## config.mk

```make
export PLATFORM = sky130hd
export DESIGN_NAME = ldst_lane_unit
export DESIGN_NICKNAME = d
export VERILOG_FILES = /design/src/rtl/ldst_pkg.sv /design/src/rtl/ldst_addr_gen.sv /design/src/rtl/ldst_lane_steer.sv /design/src/rtl/ldst_load_extract.sv /design/src/rtl/ldst_lane_unit.sv
export SDC_FILE = /design/constraint.sdc
export NUM_CORES = 1
export LEC_CHECK = 0
export BUFFER_PORTS_ARGS = -buffer_cell sky130_fd_sc_hd__buf_4
export CAP_MARGIN = 20
export CELL_PAD_IN_SITES_DETAIL_PLACEMENT = 0
export CELL_PAD_IN_SITES_GLOBAL_PLACEMENT = 1
export CORE_MARGIN = 2
export CORE_UTILIZATION = 33
export CTS_BUF_LIST = sky130_fd_sc_hd__clkbuf_16
export DETAILED_ROUTE_END_ITERATION = 8
export PLACE_DENSITY_LB_ADDON = 0.3
export SKIP_CTS_REPAIR_TIMING = 1
export SYNTH_ARGS = -nofsm -noshare
export SYNTH_HDL_FRONTEND = slang
export SYNTH_HIERARCHICAL = 1
export SYNTH_SLANG_ARGS = --single-unit
```

## constraint.sdc

```tcl
create_clock -name clk -period 10.56 [get_ports clk]
set_input_delay 2.64 -clock clk [delete_from_list [all_inputs] [get_ports clk]]
set_output_delay 2.64 -clock clk [all_outputs]
set_load 0.005 [all_outputs]
```

## src/rtl/ldst_pkg.sv

```systemverilog
package ldst_pkg;
  localparam int BUS_W  = 32;
  localparam int LANES  = BUS_W / 8;
  localparam int LANE_W = $clog2(LANES);

  typedef enum logic [1:0] {
    SZ_BYTE = 2'b00,
    SZ_HALF = 2'b01,
    SZ_WORD = 2'b10,
    SZ_RSVD = 2'b11
  } acc_size_e;
endpackage

```

## src/rtl/ldst_addr_gen.sv

```systemverilog
module ldst_addr_gen #(
  parameter int ADDR_W = 32
) (
  input  logic              clk,
  input  logic              rst_n,
  input  logic              acc_valid,
  input  logic              pre_idx,
  input  logic              wb_req,
  input  logic              off_sub,
  input  logic [ADDR_W-1:0] base_val,
  input  logic [ADDR_W-1:0] offset_val,
  output logic [ADDR_W-1:0] acc_addr,
  output logic [ADDR_W-1:0] base_new,
  output logic              base_we
);
  logic [ADDR_W-1:0] off_eff;
  logic [ADDR_W-1:0] sum;

  always_comb begin
    off_eff  = off_sub ? (~offset_val + ADDR_W'(1)) : offset_val;
    sum      = base_val + off_eff;
    acc_addr = pre_idx ? sum : base_val;
    base_new = sum;
    // post-index always updates the base; pre-index only on request
    base_we  = acc_valid & (~pre_idx | wb_req);
  end

  assert_post_base_R3: assert property (@(posedge clk) disable iff (!rst_n)
    (acc_valid && !pre_idx) |-> (base_we && acc_addr == base_val));

  assert_pre_nowb_R1: assert property (@(posedge clk) disable iff (!rst_n)
    (acc_valid && pre_idx && !wb_req) |-> !base_we);
endmodule

```

## src/rtl/ldst_lane_steer.sv

```systemverilog
module ldst_lane_steer
  import ldst_pkg::*;
(
  input  logic              clk,
  input  logic              rst_n,
  input  logic              acc_valid,
  input  logic              is_load,
  input  acc_size_e         acc_size,
  input  logic [1:0]        addr_lo,
  input  logic              big_end,
  input  logic [BUS_W-1:0]  st_data,
  output logic [LANES-1:0]  mem_be,
  output logic [BUS_W-1:0]  mem_wdata,
  output logic              mem_we,
  output logic [LANE_W-1:0] byte_lane,
  output logic              half_hi
);
  logic [LANES-1:0] be_raw;

  always_comb begin
    byte_lane = big_end ? (LANE_W'(LANES - 1) - addr_lo) : addr_lo;
    half_hi   = big_end ? ~addr_lo[1] : addr_lo[1];
    unique case (acc_size)
      SZ_BYTE: be_raw = LANES'(1) << byte_lane;
      SZ_HALF: be_raw = half_hi ? 4'b1100 : 4'b0011;
      default: be_raw = '1;
    endcase
    mem_be = acc_valid ? be_raw : '0;
    mem_we = acc_valid & ~is_load;
  end

  for (genvar g = 0; g < LANES; g++) begin : g_lane
    always_comb begin
      unique case (acc_size)
        SZ_BYTE: mem_wdata[8*g +: 8] = st_data[7:0];
        SZ_HALF: mem_wdata[8*g +: 8] = st_data[8*(g%2) +: 8];
        default: mem_wdata[8*g +: 8] = st_data[8*g +: 8];
      endcase
    end
  end

  assert_byte_one_lane_R6: assert property (@(posedge clk) disable iff (!rst_n)
    (acc_valid && acc_size == SZ_BYTE) |-> ($countones(mem_be) == 1));

  assert_half_pair_R7: assert property (@(posedge clk) disable iff (!rst_n)
    (acc_valid && acc_size == SZ_HALF) |-> (mem_be == 4'b0011 || mem_be == 4'b1100));
endmodule

```

## src/rtl/ldst_load_extract.sv

```systemverilog
module ldst_load_extract
  import ldst_pkg::*;
(
  input  logic              clk,
  input  logic              rst_n,
  input  logic              cap_en,
  input  acc_size_e         req_size,
  input  logic [LANE_W-1:0] req_lane,
  input  logic              req_half_hi,
  input  logic [BUS_W-1:0]  rd_word,
  output logic [BUS_W-1:0]  ld_data
);
  acc_size_e         size_q, size_d;
  logic [LANE_W-1:0] lane_q, lane_d;
  logic              hhi_q,  hhi_d;
  logic [BUS_W-1:0]  shifted;

  always_comb begin
    size_d = size_q;
    lane_d = lane_q;
    hhi_d  = hhi_q;
    if (cap_en) begin
      size_d = req_size;
      lane_d = req_lane;
      hhi_d  = req_half_hi;
    end
  end

  always_ff @(posedge clk or negedge rst_n) begin
    if (!rst_n) begin
      size_q <= SZ_WORD;
      lane_q <= '0;
      hhi_q  <= 1'b0;
    end else begin
      size_q <= size_d;
      lane_q <= lane_d;
      hhi_q  <= hhi_d;
    end
  end

  always_comb begin
    shifted = rd_word >> {lane_q, 3'b000};
    unique case (size_q)
      SZ_BYTE: ld_data = {24'd0, shifted[7:0]};
      SZ_HALF: ld_data = {16'd0, hhi_q ? rd_word[31:16] : rd_word[15:0]};
      default: ld_data = rd_word;
    endcase
  end

  assert_zext_byte_R9: assert property (@(posedge clk) disable iff (!rst_n)
    (size_q == SZ_BYTE) |-> (ld_data[31:8] == 24'd0));
endmodule

```

## src/rtl/ldst_lane_unit.sv

```systemverilog
module ldst_lane_unit
  import ldst_pkg::*;
#(
  parameter int ADDR_W = 32
) (
  input  logic              clk,
  input  logic              rst_n,
  input  logic              acc_valid,
  input  logic              is_load,
  input  logic              pre_idx,
  input  logic              wb_req,
  input  logic              off_sub,
  input  logic [1:0]        acc_size,
  input  logic [ADDR_W-1:0] base_val,
  input  logic [ADDR_W-1:0] offset_val,
  input  logic              be_mode,
  input  logic [BUS_W-1:0]  st_data,
  input  logic [BUS_W-1:0]  rd_word,
  output logic [ADDR_W-1:0] mem_addr,
  output logic [LANES-1:0]  mem_be,
  output logic [BUS_W-1:0]  mem_wdata,
  output logic              mem_we,
  output logic [BUS_W-1:0]  ld_data,
  output logic [ADDR_W-1:0] base_new,
  output logic              base_we
);
  localparam int ALIGN_B = LANE_W;

  logic              be_q, be_d;
  logic              lock_q, lock_d;
  logic [ADDR_W-1:0] acc_addr;
  logic [LANE_W-1:0] byte_lane;
  logic              half_hi;
  acc_size_e         size_e;

  assign size_e = acc_size_e'(acc_size);

  // endianness latch: loads once after reset, then holds
  always_comb begin
    be_d   = be_q;
    lock_d = lock_q;
    if (!lock_q) begin
      be_d   = be_mode;
      lock_d = 1'b1;
    end
  end

  always_ff @(posedge clk or negedge rst_n) begin
    if (!rst_n) begin
      be_q   <= 1'b0;
      lock_q <= 1'b0;
    end else begin
      be_q   <= be_d;
      lock_q <= lock_d;
    end
  end

  ldst_addr_gen #(.ADDR_W(ADDR_W)) u_addr (
    .clk        (clk),
    .rst_n      (rst_n),
    .acc_valid  (acc_valid),
    .pre_idx    (pre_idx),
    .wb_req     (wb_req),
    .off_sub    (off_sub),
    .base_val   (base_val),
    .offset_val (offset_val),
    .acc_addr   (acc_addr),
    .base_new   (base_new),
    .base_we    (base_we)
  );

  assign mem_addr = {acc_addr[ADDR_W-1:ALIGN_B], {ALIGN_B{1'b0}}};

  ldst_lane_steer u_steer (
    .clk       (clk),
    .rst_n     (rst_n),
    .acc_valid (acc_valid),
    .is_load   (is_load),
    .acc_size  (size_e),
    .addr_lo   (acc_addr[1:0]),
    .big_end   (be_q),
    .st_data   (st_data),
    .mem_be    (mem_be),
    .mem_wdata (mem_wdata),
    .mem_we    (mem_we),
    .byte_lane (byte_lane),
    .half_hi   (half_hi)
  );

  ldst_load_extract u_extract (
    .clk         (clk),
    .rst_n       (rst_n),
    .cap_en      (acc_valid & is_load),
    .req_size    (size_e),
    .req_lane    (byte_lane),
    .req_half_hi (half_hi),
    .rd_word     (rd_word),
    .ld_data     (ld_data)
  );

  assert_mode_hold_R10: assert property (@(posedge clk) disable iff (!rst_n)
    (lock_q && $past(lock_q)) |-> $stable(be_q));

  assert_idle_quiet_R11: assert property (@(posedge clk) disable iff (!rst_n)
    !acc_valid |-> (mem_be == '0 && !mem_we && !base_we));
endmodule

```

==> flow_summary.toml, run 1 <==
[outcome]
status = "finished clean"

[setup_path]
critPathRequiredTime_ps = 7920
path_max_fanout = 9
r2r-end = "u_extract/size_q[1]$_DFFE_PN1P_"
worstSetupStartpoint = "offset_val[1]"
cp-start-kind = "primary input"
worstPathArrival_ps = 7080
r2r_cells = 2
r2r-start = "u_extract/size_q[1]$_DFFE_PN1P_"
endpoint_kind = "primary output"
path_class = "primary input to primary output"
r2r_slack_ps = 8880

[placed_design]
dp_hpwl_mm = 14.4
dp_slack_ps = 968
globalplace.congestion = 0.943
dp.cells = 1003
io_buffer_count = 269

[worst_hold_path]
hold_path_class = "flip-flop to flip-flop"
whs_endpoint = "be_q$_DFFE_PN0N_"
hold_depth = 1
min-delay-start = "lock_q$_DFF_PN0_"

[global_route]
grt_pass1_wl_mm = 26.5
use_met2_pct = 36.7
grt.total_usage_pct = 22.1
use_met1_pct = 30.9
grt_most_used_layer = "met2"
antenna_found_initial = 0
grt_pass1_vias = 5085
grt_max_degree = 42
gr-total-overflow = 0
grtUsageMet3_pct = 1.93

[sta]
slew_headroom_pct = 32.2
worstMarginPinSlew_ps = 991
fin_setup_tns_ps = 0
finalCriticalPeriod_ps = 9720
setup_viol = 0
finalMaxSlewViolations = 0
period_share_pct = 92.1
fmax_mhz = 103
hold_viol = 0
setup_ws_ps = 837
finalClockSkew_ps = 0.535
rsz0062_at_grt = "false"

[route]
vias = 5446
ant_nets = 0
drt-initial-drc-count = 290
via_per_inst = 5.41
avgRoutedWirePerCell_um = 17.1
dr.pass1.iters = 5
drc = 0
drt-total-wl_mm = 17.2

[synth]
synth_edf_count = 0
synth_top_area_share_pct = 10.9
syn_avg_cell_area_um2 = 7.49
synth_cells = 598
ys_seq_elements = 7
async_flop_share_pct = 100
yosysWarnings = 6
synthFlopType = "dfrtp_1"
yosysSeqAreaShare_pct = 3.94
synth_area_leaders = "ha_1, mux2_2, xnor2_1"
yosys-top-cells-count = "nor2_1, a21oi_1, nand2_1, xnor2_1, mux2_2"
synth_most_common_cell = "nor2_1"
yosys.area.top_type = "ha_1"
synth_area_um2 = 4480
synth_cell_types = 64

[final_layout]
final_cells = 1007
area_delta_synth_final_pct = 46.2
drive_gt1_share_pct = 39.2
finish.net_count = 1010
antennaDiodeCount = 0
final_util_pct = 49.5

[floorplanning]
fp.coreArea_um2 = 13200
die_h_um = 121
die_w_um = 121
start_util_pct = 33.8
dieArea_um2 = 14500
ios = 272
num_rows = 42

[clock_network]
clock_latency_ps = 230
cts.sinks = 7
ctsHtreeMaxLevel = 1
numCtsBuffers = 3
cts.clk_slew.worst_paths_ps = 30
cts_root_buf = "clkbuf_16"
cts_tree = "done"
clk_path_buf_depth = 2

[power]
p_leak_uw = 0.00315
p_per_area_nw_per_um2 = 101
irDropWorstVdd_uv = 47.7

[flow_run]
maxCapViolations = 0
[state kept, by name, indices dropped and copies added (netlist names)]
register,flops
u_extract/hhi_q,1
u_extract/lane_q,2
u_extract/size_q,2
be_q,1
lock_q,1
[how the worst max path moves through the flow]
stage                         to  slack [ps]  cells past startpoint
floorplan           mem_addr[27]        1700                     14
global placement    mem_addr[27]        1090                     14
detailed placement  mem_addr[27]         970                     14
CTS                 mem_addr[27]         950                     14
global route        base_new[31]         650                     14
finish              mem_addr[27]         840                     14
[stage by stage]
stage          area [um2]  hold slack (ps)  total power, uW
5_1_grt              6550              562              716
4_1_cts              6550              532              663
2_1_floorplan        4480              498              350
3_5_place_dp         6470              507              596
6_report             6550              522              662
3_3_place_gp         6470              510              593
[final cells by class]
cell class                      instances  area (um2)
Fill cell                            1329        6690
Multi-Input combinational cell        527        3970
Timing Repair Buffer                  269        2020
Tap cell                              176         220
Sequential cell                         7         176
Inverter                               24        90.1
Clock buffer                            3        75.1
Clock inverter                          1        3.75
[critical path: stages]
cell       delay (ps)
buf_4             110
or3_1             490
or3_1             540
or3_4             430
o31ai_1           280
xnor2_1           110
ha_1              460
nand4_1           150
or2_2             310
a2111oi_0         850
nor2_1            120
xnor2_1           180
mux2_2            270
buf_4             130
[power breakdown]
group          switching [uW]  internal (uW)  leakage (uW)
clock network            13.4           49.2     0.0000423
registers                18.2           32.2     0.0000812
logic                     254            295       0.00303
[placed cells by master, fill, tap and decap left out, drive strengths merged, types with 4 or more instances in the layout]
master  netlist  routed
a21o         17      17
a21oi        49      49
a221o         4       4
a22o         17      17
a311oi        8       8
a31oi         5       5
and2         12      12
and3          7       7
buf          27     269
dfrtp         6       6
ha           39      39
inv          23      24
mux2         42      42
mux2i         9       9
mux4          8       8
nand2        49      49
nand2b        7       7
nand3         5       5
nand4         7       7
nor2         54      54
nor2b         6       6
nor3          8       8
o211ai        5       5
o21a          5       5
o21ai        34      34
o311ai        4       4
o31ai         8       8
o41ai        11      11
or2           8       8
or3           7       7
or4           4       4
xnor2        43      43
xor2         19      19
[logic make-up (layout without fill, tap and decap cells)]
family,after synthesis,count (layout),share of synthesized area [%]
AO/OA/AOI/OAI,180,180,27.2
adder cells (fa/ha/maj),40,40,11.3
XOR/XNOR,62,62,12.1
AND/OR/NAND/NOR,183,183,20.4
multiplexers,59,59,17.3
buffers and inverters,65,297,7.60
other,2,3,0.168
flip-flops,7,7,3.94
[per-layer routing]
metal | vias up | part of all wire (%) | wire length, um
met5 | - | 0 | 0
met4 | 0 | 1.5 | 259
met3 | 17 | 5.9 | 1010
met2 | 208 | 48 | 8210
met1 | 2538 | 45 | 7770
li1 | 2683 | - | -
Note: power is estimated with default switching activity, not from simulation.
==> inputs of run 2 (changes only) <==
--- a/config.mk
+++ b/config.mk
@@ -5,14 +5,16 @@
 export SDC_FILE = /design/constraint.sdc
 export NUM_CORES = 1
 export LEC_CHECK = 0
+export ABC_AREA = 1
 export BUFFER_PORTS_ARGS = -buffer_cell sky130_fd_sc_hd__buf_4
 export CAP_MARGIN = 20
 export CELL_PAD_IN_SITES_DETAIL_PLACEMENT = 0
 export CELL_PAD_IN_SITES_GLOBAL_PLACEMENT = 1
 export CORE_MARGIN = 2
-export CORE_UTILIZATION = 33
+export CORE_UTILIZATION = 32
 export CTS_BUF_LIST = sky130_fd_sc_hd__clkbuf_16
 export DETAILED_ROUTE_END_ITERATION = 8
+export HOLD_SLACK_MARGIN = 0.02
 export PLACE_DENSITY_LB_ADDON = 0.3
 export SKIP_CTS_REPAIR_TIMING = 1
 export SYNTH_ARGS = -nofsm -noshare
==> flow_summary.toml, run 2 <==
[sta]
fin_setup_tns_ps = 0
finalMaxSlewViolations = 0
fmax_mhz = 119
rsz0062_at_grt = "false"
worstMarginPinSlew_ps = 642
hold_ws_ps = 475
hold_viol = 0
setup_viol = 0
finalCriticalPeriod_ps = 8440
slew_headroom_pct = 57.2
finalClockSkew_ps = 1.60
period_share_pct = 79.9

[route]
avgRoutedWirePerCell_um = 13.1
via_per_inst = 4.55
drc = 0
vias = 7091
dr.pass1.iters = 5
drt-initial-drc-count = 274
drt-total-wl_mm = 20.4
ant_nets = 0

[global_route]
grt_pass1_wl_mm = 31.9
gr-total-overflow = 0
grt.total_usage_pct = 21.4
grt_max_degree = 31
antenna_found_initial = 0
grt_pass1_vias = 6645

[synth]
synth_cell_types = 47
yosys.area.top_type = "nand2_1"
yosys-top-cells-count = "nand2_1, inv_1, nor2_1, nand3_1, ha_1"
async_flop_share_pct = 100
synth_area_um2 = 5470
synth_top_area_share_pct = 35.3
synth_cells = 1095
yosysWarnings = 6
yosysSeqAreaShare_pct = 3.22
synth_edf_count = 0
syn_avg_cell_area_um2 = 5.00
synth_most_common_cell = "nand2_1"
synth_area_leaders = "nand2_1, inv_1, ha_1"
synthFlopType = "dfrtp_1"
ys_seq_elements = 7

[setup_path]
crit_chain = "buf_4 -> inv_1 -> ha_1 -> inv_1 -> nor2_2 -> nand3_2 -> nor3_2 -> nand2_1 -> o21ai_2 -> nand2_1 -> xor2_1 -> ha_1 -> nand2_1 -> inv_1 -> nand2_1 -> nor3_1 -> nand3_1 -> nand3_1 -> nand2_1 -> and2_1 -> buf_4"
critPathRequiredTime_ps = 7920
worstPathArrival_ps = 5800
endpoint_kind = "primary output"
path_max_fanout = 11
cp-start-kind = "primary input"
path_class = "primary input to primary output"
critical_path.most_common_cell = "nand2_1"
max_stage_delay_ps = 420
slowest_stage = "o21ai_2"

[clock_network]
clk_path_buf_depth = 2
cts.sinks = 7
cts_tree = "done"
clock_latency_ps = 230
cts.clk_slew.worst_paths_ps = 40
cts_root_buf = "clkbuf_16"
numCtsBuffers = 3
ctsHtreeMaxLevel = 1

[placed_design]
io_buffer_count = 269
globalplace.congestion = 0.892
dp_hpwl_mm = 17.7

[final_layout]
mostFrequentLayoutCells = "nand2_1, buf_4, inv_1, nor2_1, nand3_1"
drive_gt1_share_pct = 23.7
layout_commonest_cell = "nand2_1"
reg.largest.list = "u_extract/lane_q x2, u_extract/size_q x2"
n_fill_cell = 1897
area_delta_synth_final_pct = 39.4
antennaDiodeCount = 0
finish.net_count = 1517

[floorplanning]
ios = 272
fp.coreArea_um2 = 16600
start_util_pct = 32.9
die_w_um = 135
num_rows = 47
die_h_um = 135
dieArea_um2 = 18200

[power]
fin_total_pwr_uw = 666
p_leak_uw = 0.00480
irDropWorstVdd_uv = 42.6
p_per_area_nw_per_um2 = 87.3

[outcome]
status = "finished clean"

[flow_run]
maxCapViolations = 0

[worst_hold_path]
hold_path_class = "flip-flop to flip-flop"
==> run 2: layer usage <==
metal  up-vias  track usage (%)  routed length, um
li1       3785                -                  -
met3        39             2.25               1230
met4         0             5.96                627
met2       230             38.6               9550
met1      3037             27.0               9020
met5         -                0                  0
==> run 2: cell type report <==
cell class | count | area (um2) | share of cell area (%)
inverter | 189 | 717 | 9.40
clock buffer | 3 | 75.1 | 0.984
multi-input combinational | 868 | 4350 | 57.1
timing repair buffer | 270 | 2030 | 26.6
sequential | 7 | 176 | 2.31
tap | 220 | 275 | 3.61
clock inverter | 1 | 3.75 | 0.0492
==> run 2: cell families (layout without fill, tap and decap cells) <==
group / Yosys count / after routing / synth area share, %
adder cells (fa/ha/maj): 40 / 40 / 9.28
XOR/XNOR: 42 / 42 / 7.00
buffers and inverters: 221 / 463 / 17.3
AO/OA/AOI/OAI: 77 / 77 / 9.28
other: 2 / 3 / 0.137
AND/OR/NAND/NOR: 706 / 706 / 53.8
flip-flops: 7 / 7 / 3.22
==> run 2: stage by stage <==
stage | std cells | util, % | instance area, um2 | worst slack [ps]
3_3_place_gp | 1554 | 45.4 | 7550 | 2150
4_1_cts | 1558 | 45.8 | 7630 | 2130
5_1_grt | 1558 | 45.8 | 7630 | 1780
6_report | 1558 | 45.8 | 7630 | 2120
2_1_floorplan | 1096 | - | 5480 | 3090
3_5_place_dp | 1554 | 45.4 | 7550 | 2150
==> run 2: where the power goes <==
part           total (uW)  internal, uW  leakage, uW  switching [uW]
Clock                65.0          49.4    0.0000423            15.6
Sequential           47.3          31.0    0.0000840            16.3
Combinational         554           256      0.00467             298
==> run 2: path summary, 6_finish.rpt <==
| kind | startpoint | endpoint | depth (start not counted) | slack, ps |
|---|---|---|---|---|
| setup / recovery | offset_val[0] | base_new[24] | 21 | 2120 |
| hold / removal | lock_q$_DFF_PN0_ | be_q$_DFFE_PN0N_ | 2 | 480 |
| setup reg to reg | u_extract/size_q[1]$_DFFE_PN1P_ | u_extract/size_q[1]$_DFFE_PN1P_ | 2 | 9230 |
| hold reg to reg | lock_q$_DFF_PN0_ | be_q$_DFFE_PN0N_ | 2 | 480 |
| max in group asynchronous | rst_n | u_extract/size_q[1]$_DFFE_PN1P_ | 1 | 8150 |
| min in group asynchronous | rst_n | lock_q$_DFF_PN0_ | 1 | 2210 |
==> run 2: worst max-delay path, delay by kind of cell <==
family                     cells  cell delay (ps)
buffers and inverters          5              450
AOI/OAI and AO/OA              1              420
and+or+nand+nor               12             1550
xor gates and xnor gates       1              200
adders and majority gates      2              510
==> inputs of run 3 (changes only) <==
--- a/config.mk
+++ b/config.mk
@@ -11,7 +11,7 @@
 export CELL_PAD_IN_SITES_DETAIL_PLACEMENT = 0
 export CELL_PAD_IN_SITES_GLOBAL_PLACEMENT = 1
 export CORE_MARGIN = 2
-export CORE_UTILIZATION = 32
+export CORE_UTILIZATION = 30
 export CTS_BUF_LIST = sky130_fd_sc_hd__clkbuf_16
 export DETAILED_ROUTE_END_ITERATION = 8
 export HOLD_SLACK_MARGIN = 0.02
==> constraint.sdc (replaced) <==
create_clock -name clk -period 7.91 [get_ports clk]
set_input_delay 1.9775 -clock clk [delete_from_list [all_inputs] [get_ports clk]]
set_output_delay 1.9775 -clock clk [all_outputs]
set_load 0.005 [all_outputs]
==> flow_summary.toml, run 3 (synthesis gave the netlist of run 2 again) <==
[route]
drc = 0
dr.pass1.iters = 5
vias = 7043
avgRoutedWirePerCell_um = 13.1
ant_nets = 0
drt-initial-drc-count = 241
via_per_inst = 4.49
drt-total-wl_mm = 20.5

[clock_network]
clk_path_buf_depth = 2
cts.clk_slew.worst_paths_ps = 40
cts.sinks = 7
cts_tree = "done"
clock_latency_ps = 230
cts_root_buf = "clkbuf_16"
ctsHtreeMaxLevel = 1
numCtsBuffers = 3

[setup_path]
path_max_fanout = 11
r2r-end = "u_extract/size_q[1]$_DFFE_PN1P_"
r2r_slack_ps = 6570
critPathRequiredTime_ps = 5930
slowest_stage = "o21ai_2"
endpoint_kind = "primary output"
r2r-start = "u_extract/size_q[1]$_DFFE_PN1P_"
worstPathArrival_ps = 5160
cp-start-kind = "primary input"
r2r_cells = 2
critical_path.most_common_cell = "nand2_1"
worstSetupStartpoint = "offset_val[0]"
path_class = "primary input to primary output"
crit_chain = "buf_4 -> inv_1 -> ha_1 -> inv_1 -> nor2_2 -> nand3_2 -> nor3_2 -> nand2_1 -> o21ai_2 -> nand2_1 -> xor2_1 -> ha_1 -> nand2_1 -> inv_1 -> nand2_1 -> nor3_1 -> nand3_1 -> nand3_1 -> nand2_1 -> and2_1 -> buf_4"
max_stage_delay_ps = 450

[sta]
worstMarginPinSlew_ps = 646
hold_viol = 0
hold_ws_ps = 472
slew_headroom_pct = 57.0
period_share_pct = 90.3
fmax_mhz = 140
finalMaxSlewViolations = 0
finalClockSkew_ps = 0.0876
rsz0062_at_grt = "false"
fin_setup_tns_ps = 0
finalCriticalPeriod_ps = 7140
setup_viol = 0

[worst_hold_path]
whs_endpoint = "be_q$_DFFE_PN0N_"
hold_path_class = "flip-flop to flip-flop"
hold_depth = 2
min-delay-start = "lock_q$_DFF_PN0_"

[final_layout]
layout_commonest_cell = "nand2_1"
antennaDiodeCount = 0
final_cell_area_um2 = 7640
final_util_pct = 42.7
area_delta_synth_final_pct = 39.6
finish.net_count = 1517
mostFrequentLayoutCells = "nand2_1, buf_4, inv_1, nor2_1, nand3_1"
reg.largest.list = "u_extract/lane_q x2, u_extract/size_q x2"
drive_gt1_share_pct = 23.8

[floorplanning]
num_rows = 49
ios = 272
die_h_um = 139
dieArea_um2 = 19300
start_util_pct = 30.6
fp.coreArea_um2 = 17900
die_w_um = 139

[placed_design]
globalplace.congestion = 0.919
postPlaceCellArea_um2 = 7560
io_buffer_count = 269
dp_hpwl_mm = 17.7

[power]
p_per_area_nw_per_um2 = 116
combPwrFrac_pct = 83.1
p_leak_uw = 0.00480
power.share.clock_pct = 9.7
p_seq_share_pct = 7.2
sw_frac_of_total_pct = 49.4
p_int_uw = 449
irDropWorstVdd_uv = 137
p_switching_uw = 438

[outcome]
status = "finished clean"

[global_route]
grt_pass1_vias = 6515
gr-total-overflow = 0
antenna_found_initial = 0
grt_pass1_wl_mm = 32.1
grt.total_usage_pct = 19.9
grt_max_degree = 31

[flow_run]
maxCapViolations = 0
==> run 3: worst max-delay path, delay by kind of cell <==
| kind | cells | cell delay [ps] |
|---|---|---|
| buffers and inverters | 5 | 440 |
| AOI/OAI and AO/OA | 1 | 450 |
| xor gates and xnor gates | 1 | 190 |
| adders and majority gates | 2 | 490 |
| and+or+nand+nor | 12 | 1600 |
==> run 3: layer usage <==
| layer | share of wire (%) | routed length, um | GRT usage (%) |
|---|---|---|---|
| met1 | 46 | 9510 | 26.6 |
| met2 | 47 | 9590 | 35.3 |
| met3 | 5.6 | 1140 | 2.14 |
| met4 | 1.3 | 265 | 2.82 |
| met5 | 0 | 0 | 0 |
==> run 3: area by class of cell <==
class,count,area (um2)
Clock buffer,3,75.1
Tap cell,229,287
Fill cell,2044,10300
Multi-Input combinational cell,868,4350
Inverter,189,717
Sequential cell,7,176
Timing Repair Buffer,270,2030
Clock inverter,1,5.00
==> run 3: power groups by stage <==
stage,combinational (uW),clock [uW],sequential [uW]
3_3_place_gp,742,0,65.1
5_1_grt,828,90.6,66.3
6_report,737,86.2,63.9
2_1_floorplan,431,0,43.9
4_1_cts,746,88.0,64.0
3_5_place_dp,742,0,64.2
==> run 3: through the flow <==
stage                     setup WS (ps)  instances  power [uW]
after detailed placement            816       1563         807
after floorplan                    1760       1096         475
after global placement              823       1563         807
final                               771       1567         887
after global routing                496       1567         985
after CTS                           802       1567         898
==> run 3: worst max-delay path by stage <==
stage / to / slack [ps] / cells past startpoint
after global routing: mem_addr[26] / 500 / 21
after global placement: base_new[24] / 820 / 21
final: base_new[24] / 770 / 21
after detailed placement: base_new[24] / 820 / 21
after floorplan: mem_addr[31] / 1760 / 21
after CTS: base_new[24] / 800 / 21
